File: src/rtl/abs_branch_pkg.sv
package abs_branch_pkg;

   typedef enum logic [1:0] {
      ST_IDLE    = 2'd0,
      ST_PUSH_LO = 2'd1,
      ST_PUSH_HI = 2'd2,
      ST_LOAD_PC = 2'd3
   } seq_state_e;

endpackage

File: src/rtl/abs_target_calc.sv
module abs_target_calc #(
   parameter int PC_W      = 16,
   parameter int DATA_W    = 8,
   parameter int PAGE_BITS = 11
) (
   input  logic [PC_W-1:0]   pc_in,
   input  logic [DATA_W-1:0] op_byte,
   input  logic [DATA_W-1:0] addr_byte,
   output logic [PC_W-1:0]   adv_pc,
   output logic [PC_W-1:0]   target
);
   localparam int OP_BITS = PAGE_BITS - DATA_W;

   logic [PAGE_BITS-1:0] page_off;

   // step past the two-byte instruction first
   assign adv_pc = pc_in + PC_W'(2);

   generate
      if (OP_BITS > 0) begin : g_op_bits
         assign page_off = {op_byte[DATA_W-1 -: OP_BITS], addr_byte};
         if (OP_BITS < DATA_W) begin : g_op_rest
            logic unused_op_low;
            assign unused_op_low = ^op_byte[DATA_W-OP_BITS-1:0];
         end
      end else begin : g_byte_only
         logic unused_op_all;
         assign page_off      = addr_byte;
         assign unused_op_all = ^op_byte;
      end
   endgenerate

   assign target = {adv_pc[PC_W-1:PAGE_BITS], page_off};

endmodule

File: src/rtl/abs_seq_fsm.sv
module abs_seq_fsm
   import abs_branch_pkg::*;
(
   input  logic       clk,
   input  logic       rst_n,
   input  logic       start,
   input  logic       is_call,
   output seq_state_e state,
   output logic       accept
);
   seq_state_e state_nx;

   assign accept = (state == ST_IDLE) && start;

   always_comb begin
      state_nx = state;
      unique case (state)
         ST_IDLE:    if (start) state_nx = is_call ? ST_PUSH_LO : ST_LOAD_PC;
         ST_PUSH_LO: state_nx = ST_PUSH_HI;
         ST_PUSH_HI: state_nx = ST_LOAD_PC;
         ST_LOAD_PC: state_nx = ST_IDLE;
         default:    state_nx = ST_IDLE;
      endcase
   end

   always_ff @(posedge clk or negedge rst_n) begin
      if (!rst_n) state <= ST_IDLE;
      else        state <= state_nx;
   end

endmodule

File: src/rtl/abs_stack_ctl.sv
module abs_stack_ctl
   import abs_branch_pkg::*;
#(
   parameter int PC_W   = 16,
   parameter int DATA_W = 8,
   parameter int SP_W   = 8
) (
   input  seq_state_e        state,
   input  logic              call_q,
   input  logic [SP_W-1:0]   sp_q,
   input  logic [PC_W-1:0]   ret_q,
   output logic              ram_we,
   output logic [SP_W-1:0]   ram_addr,
   output logic [DATA_W-1:0] ram_wdata,
   output logic              sp_load,
   output logic [SP_W-1:0]   sp_out
);
   localparam int NBYTES = PC_W / DATA_W;

   logic [DATA_W-1:0] ret_bytes [NBYTES];
   logic [SP_W-1:0]   slot_lo;
   logic [SP_W-1:0]   slot_hi;

   genvar gi;
   generate
      for (gi = 0; gi < NBYTES; gi++) begin : g_split
         assign ret_bytes[gi] = ret_q[gi*DATA_W +: DATA_W];
      end
   endgenerate

   // pre-increment before each byte; wraps naturally at SP_W bits
   assign slot_lo = sp_q + SP_W'(1);
   assign slot_hi = sp_q + SP_W'(2);

   always_comb begin
      ram_we    = 1'b0;
      ram_addr  = '0;
      ram_wdata = '0;
      unique case (state)
         ST_PUSH_LO: begin
            ram_we    = 1'b1;
            ram_addr  = slot_lo;
            ram_wdata = ret_bytes[0];
         end
         ST_PUSH_HI: begin
            ram_we    = 1'b1;
            ram_addr  = slot_hi;
            ram_wdata = ret_bytes[NBYTES-1];
         end
         default: ;
      endcase
   end

   assign sp_load = (state == ST_LOAD_PC) && call_q;
   assign sp_out  = sp_load ? slot_hi : '0;

endmodule

File: src/rtl/abs_branch_seq.sv
module abs_branch_seq
   import abs_branch_pkg::*;
#(
   parameter int PC_W      = 16,
   parameter int DATA_W    = 8,
   parameter int SP_W      = 8,
   parameter int PAGE_BITS = 11
) (
   input  logic              clk,
   input  logic              rst_n,
   input  logic              start,
   input  logic              is_call,
   input  logic [PC_W-1:0]   pc_in,
   input  logic [DATA_W-1:0] op_byte,
   input  logic [DATA_W-1:0] addr_byte,
   input  logic [SP_W-1:0]   sp_in,
   output logic              busy,
   output logic              pc_load,
   output logic [PC_W-1:0]   pc_out,
   output logic              sp_load,
   output logic [SP_W-1:0]   sp_out,
   output logic              ram_we,
   output logic [SP_W-1:0]   ram_addr,
   output logic [DATA_W-1:0] ram_wdata
);
   generate
      if (PC_W != 2 * DATA_W) begin : g_bad_pcw
         $error("abs_branch_seq: PC_W must be two data bytes");
      end
      if (PAGE_BITS < DATA_W || PAGE_BITS >= PC_W) begin : g_bad_page
         $error("abs_branch_seq: PAGE_BITS out of range");
      end
      if (PAGE_BITS - DATA_W > DATA_W) begin : g_bad_op
         $error("abs_branch_seq: opcode cannot supply the page bits");
      end
   endgenerate

   seq_state_e      state;
   logic            accept;
   logic [PC_W-1:0] adv_pc;
   logic [PC_W-1:0] target;
   logic [PC_W-1:0] ret_q;
   logic [PC_W-1:0] tgt_q;
   logic [SP_W-1:0] sp_q;
   logic            call_q;

   abs_target_calc #(
      .PC_W(PC_W), .DATA_W(DATA_W), .PAGE_BITS(PAGE_BITS)
   ) u_tgt (
      .pc_in(pc_in), .op_byte(op_byte), .addr_byte(addr_byte),
      .adv_pc(adv_pc), .target(target)
   );

   abs_seq_fsm u_fsm (
      .clk(clk), .rst_n(rst_n), .start(start), .is_call(is_call),
      .state(state), .accept(accept)
   );

   always_ff @(posedge clk or negedge rst_n) begin
      if (!rst_n) begin
         ret_q  <= '0;
         tgt_q  <= '0;
         sp_q   <= '0;
         call_q <= 1'b0;
      end else if (accept) begin
         ret_q  <= adv_pc;
         tgt_q  <= target;
         sp_q   <= sp_in;
         call_q <= is_call;
      end
   end

   abs_stack_ctl #(
      .PC_W(PC_W), .DATA_W(DATA_W), .SP_W(SP_W)
   ) u_stk (
      .state(state), .call_q(call_q), .sp_q(sp_q), .ret_q(ret_q),
      .ram_we(ram_we), .ram_addr(ram_addr), .ram_wdata(ram_wdata),
      .sp_load(sp_load), .sp_out(sp_out)
   );

   assign busy    = (state != ST_IDLE);
   assign pc_load = (state == ST_LOAD_PC);
   assign pc_out  = pc_load ? tgt_q : '0;

endmodule

File: config.mk
export PLATFORM = sky130hd
export DESIGN_NAME = abs_branch_seq
export DESIGN_NICKNAME = d
export VERILOG_FILES = /design/src/rtl/abs_branch_pkg.sv /design/src/rtl/abs_target_calc.sv /design/src/rtl/abs_seq_fsm.sv /design/src/rtl/abs_stack_ctl.sv /design/src/rtl/abs_branch_seq.sv
export SDC_FILE = /design/constraint.sdc
export NUM_CORES = 1
export LEC_CHECK = 0
export BUFFER_PORTS_ARGS = -buffer_cell sky130_fd_sc_hd__buf_2
export CORE_MARGIN = 1
export CORE_UTILIZATION = 50
export DETAILED_ROUTE_END_ITERATION = 8
export PLACE_DENSITY = 0.78
export SETUP_SLACK_MARGIN = 0.3
export SYNTH_ARGS = -nofsm -noshare
export SYNTH_HDL_FRONTEND = slang
export SYNTH_HIERARCHICAL = 1
export SYNTH_SLANG_ARGS = --single-unit
File: constraint.sdc
create_clock -name clk -period 2.57 [get_ports clk]
set_clock_uncertainty 0.15 [all_clocks]
set_input_delay 0.514 -clock clk [delete_from_list [all_inputs] [get_ports clk]]
set_output_delay 0.514 -clock clk [all_outputs]
set_load 0.005 [all_outputs]
# Word-level counts from Yosys, hierarchy flattened
# Index checks and enable logic that the tools add are counted.
[word_totals]
reg_bits = 43
[op_classes]
reduce_logical = 5
muxes = 8
eq_ne = 4
n_addsub = 3
[op_table]
columns = ["operator", "n"]
rows = [
  ["$pmux W8 S2", 2],
  ["$add A16 B2 Y16 const B", 1],
  ["$mux W16", 1],
  ["$add A8 B1 Y8 const B", 1],
  ["$add A8 B2 Y8 const B", 1],
  ["$mux W8", 1],
  ["$pmux W2 S4", 1],
  ["$eq A2 B2 Y1 const B", 2],
  ["$mux W2", 2],
  ["$eq A2 B1 Y1 const B", 1],
  ["$logic_and A1 B1 Y1", 2],
  ["$logic_not A2 Y1", 1],
  ["$ne A2 B2 Y1 const B", 1],
  ["$reduce_bool A2 Y1", 1],
  ["$reduce_or A2 Y1", 1],
  ["$mux W1", 1],
]

# Depth between registers and ports, before layout
[logic_depth]
ltp_word = 3
ltp_mapped = 6
mapped_depth_nobuf = 5

# Hierarchy
# Netlist, hierarchy kept.
[modules_own_cells]
columns = ["module", "seq_area_each_um2", "area_per_inst_um2", "instances", "cells_per_inst"]
rows = [
  ["abs_branch_seq", 1026.0, 1849.3, 1, 107],
  ["abs_stack_ctl", 0.0, 561.8, 1, 89],
  ["abs_target_calc", 0.0, 407.9, 1, 55],
  ["abs_seq_fsm", 50.0, 148.9, 1, 15],
]

# Least setup slack after synthesis
# No wires, ideal clock.
[synth_path]
path_kind = "flip-flop to output port"
from = "register u_fsm.state[0]"
to = "output port ram_addr[4]"
required_ns = 1.906
t_arrival_ns = 1.474
stages_incl_launch_ff = 5
slack_ns = 0.432
path_cell_list = "dfrtp_1 > inv_1 > ha_1 > or4b_1 > o2111ai_1"
[synth_between]
elab_chain_len = 2
word_cells_on_any_way = 3
cone_classes = "2 x eq/ne; 1 x mux"
[synth_rtl]
columns = ["item", "line_no", "text"]
rows = [
  ["start, declared", "abs_seq_fsm.sv:8", "output seq_state_e state,"],
  ["start signal, assigned", "abs_seq_fsm.sv:28", "else state <= state_nx;"],
  ["$eq A2 B2 Y1 / $eq A2 B1 Y1 (equally long branches)", "abs_stack_ctl.sv:39", "unique case (state)"],
  ["$pmux W8 S2 (*)", "abs_stack_ctl.sv:39", ""],
  ["end, declared", "abs_branch_seq.sv:23", "output logic [SP_W-1:0] ram_addr,"],
]
# Every way passes the cells marked *; elsewhere a longest branch is shown, timed or not.

# Worst setup path after layout
[layout_path]
from = "register u_fsm.state[0]"
to = "output port ram_addr[7]"
# Same word-level chain as after synthesis.

==> out/results.tsv <==
stage	metric	value	unit
run_status	status	finished clean	
drt	postRouteAntennaNets	0	
clock_tree	cts-htree-levels	2	
floorplan	rows	27	
timing	fmax	0.421	GHz
floorplan	design.core.area	0.00561	sq mm
finish	multi_input_area	0.00171	sq mm
min_path	min_to	tgt_q[1]	
drt	post_drt_wl_per_cell	15.5	um
clock_tree	clk_path_buf_depth	2	
placed_design	globalplace.congestion	0.839	
timing	min_period	2380	ps
clock_tree	root_buffer	clkbuf_8	
yosys	synth_edf_count	0	
worst_setup_path	cp-start-kind	flop	
finish	postLayoutCoreUtil	0.644	
yosys	netlist.top_cell.by_area	dfrtp_1	
yosys	async_flop_share	1.00	
floorplan	die_y	79.0	um
yosys	syn_area	0.00297	sq mm
yosys	yosysWarnings	6	
worst_setup_path	path_class	flop to output port	
drt	vias	2239	
timing	slew_violations	0	
worst_setup_path	r2r_end	call_q	
floorplan	io_pins	88	
timing	finalHoldViolCount	0	
finish	syn_to_final_growth	21.7	%
timing	holdWs	301	ps
yosys	synthesis.area_per_instance	11.2	sq um
yosys	syn_nets	319	
yosys	synthTopCellsByArea	dfrtp_1, mux2_4, and3_1, buf_4, ha_1	
global_route	grt_antenna_before_repair	0	
clock_tree	clk_latency	290	ps
yosys	yosysTopAreaCellShare	0.363	
global_route	grt_max_degree	31	
finish	diodes	0	
yosys	yosysMostFrequentCell	dfrtp_1	
global_route	grt-ovfl-total	0	
clock_tree	cts.sinks	43	
yosys	yosys_register_bits	43	
worst_setup_path	reg2regPathDepth	6	
floorplan	start_util	0.529	
timing	period_share	0.925	
worst_setup_path	cp.required	1910	ps
clock_tree	cts_tree	yes	
power	p_per_area	1210	mW/mm^2
placed_design	dpl.hpwl	4.56	mm
yosys	synthFlopType	dfrtp_1	
worst_setup_path	endpoint_kind	output port	
drt	drt-initial-drc-count	91	
yosys	synth_cells	266	
worst_setup_path	regToRegSetupSlack	560	ps
timing	rsz0062_at_grt	yes	
worst_setup_path	crit_arrival	1710	ps
global_route	grt_pass1_vias	2171	
clock_tree	clkTransAtPathRegs	80	ps
drt	routed_wl	6.51	mm
timing	finalSetupViolations	0	
min_path	hold_path_class	input port to flop	
floorplan	die_w	79.0	um
run	cap_violations	0	
finish	regArea	0.00108	sq mm
finish	nFillCells	478	
yosys	synth.top_cells.by_count	dfrtp_1, mux2_4, and3_1	
worst_setup_path	timing.rr.start	u_fsm/state[0]	
drt	dr.pass1.iters	4	
timing	relSlewSlack	0.759	
worst_setup_path	worstPathMaxFanout	6	
placed_design	portBuffers	82	
timing	tns	0	ps
global_route	grt_pass1_wl	10.5	mm
min_path	hold_start	addr_byte[1]	
power	p_leak	1.82	nW
drt	drc	0	
global_route	grtUsageTotal	0.215	
finish	drive_gt1_frac	0.549	
power	ir_drop	531	uV
yosys	ys_types	40	
timing	worstMarginPinSlew	361	ps
finish	final_net_count	400	
yosys	ys_seq_area_frac	0.363	
clock_tree	cts_inserted_buffers	5	
floorplan	design.die.area	0.00625	sq mm
min_path	min_path_cells	2	
drt	viasPerCell	5.33	
power breakdown:
part / switching (mW) / total, mW / internal [mW]
clock network: 0.228 / 0.418 / 0.190
logic: 1.09 / 2.55 / 1.45
registers: 0.348 / 1.39 / 1.04
kinds of logic (layout without fill, tap and decap cells):
logic type      count (synthesis)  after routing  synth area share
simple gates                   85             85             0.169
fa+ha+maj                       9              9            0.0379
compound gates                 28             28            0.0653
flops                          43             43             0.363
xor+xnor                       17             17            0.0502
mux                            42             42             0.210
buf+inv                        42            124             0.105
critical path, stage by stage, from the launching register on:
cell,delay (ps)
dfrtp_2,430
buf_4,150
ha_4,170
buf_4,140
o21a_1,90
o21ai_0,250
a21oi_2,50
buf_2,130
state kept, by name (all words and copies together) (netlist names):
name,cells
call_q,1
ret_q,16
sp_q,8
tgt_q,16
u_fsm/state,2
layout make-up:
type,instances,share of cell area
clock inverter,2,0.00346
timing repair buffer,104,0.166
multi-input combinational,181,0.472
sequential,43,0.300
clock buffer,6,0.0201
tap,72,0.0249
inverter,12,0.0132
timing repair:
action / in CTS / in global routing
pin swaps: 5 / 4
endpoints found under the hold margin: 14 / 0
buffers inserted: 9 / 2
resized for setup: 19 / 18
hold buffers: 1 / 0
setup endpoints to repair: 14 / 21
cells in the final DEF, fill, tap and decap left out, drive strengths merged, types with 2 or more instances in the layout:
cell    instances
o21a            3
and2            2
xnor2           8
nand4           5
inv            12
nand2b          4
or3             3
a31oi           2
xor2            9
nand2           8
or2b            2
buf           103
nand3          10
mux2           41
nor4            3
dfrtp          43
a22oi          10
nor3            6
clkbuf          6
a21oi           4
o21ai           4
and3           23
nor2           16
ha              9
layer usage:
metal | global-route usage | up-vias | wire length, um
met1 | 0.265 | 1085 | 2840
met4 | 0.0509 | 0 | 76
met2 | 0.389 | 69 | 3300
met5 | 0 | - | 0
met3 | 0.0333 | 8 | 289
li1 | - | 1077 | -
stage by stage:
step | setup WS [ps] | cells | instance area (sq um) | power [mW]
final | 193 | 420 | 3610 | 4.35
after global routing | 139 | 420 | 3610 | 4.66
after CTS | 217 | 418 | 3520 | 4.16
after detailed placement | 364 | 400 | 3290 | 3.52
after global placement | 403 | 400 | 3290 | 3.44
after floorplan | 432 | 266 | 2970 | 2.90
how the worst max path moves through the flow:
stage | startpoint | endpoint | slack, ps | cells past startpoint
global route | u_fsm/state[0] | ram_addr[7] | 140 | 7
global placement | u_fsm/state[0] | ram_addr[4] | 400 | 7
finish | u_fsm/state[0] | ram_addr[7] | 190 | 7
detailed placement | u_fsm/state[0] | ram_addr[4] | 360 | 5
CTS | u_fsm/state[0] | ram_addr[4] | 220 | 5
floorplan | u_fsm/state[0] | ram_addr[4] | 430 | 4
Note: power is estimated with default switching activity, not from simulation.
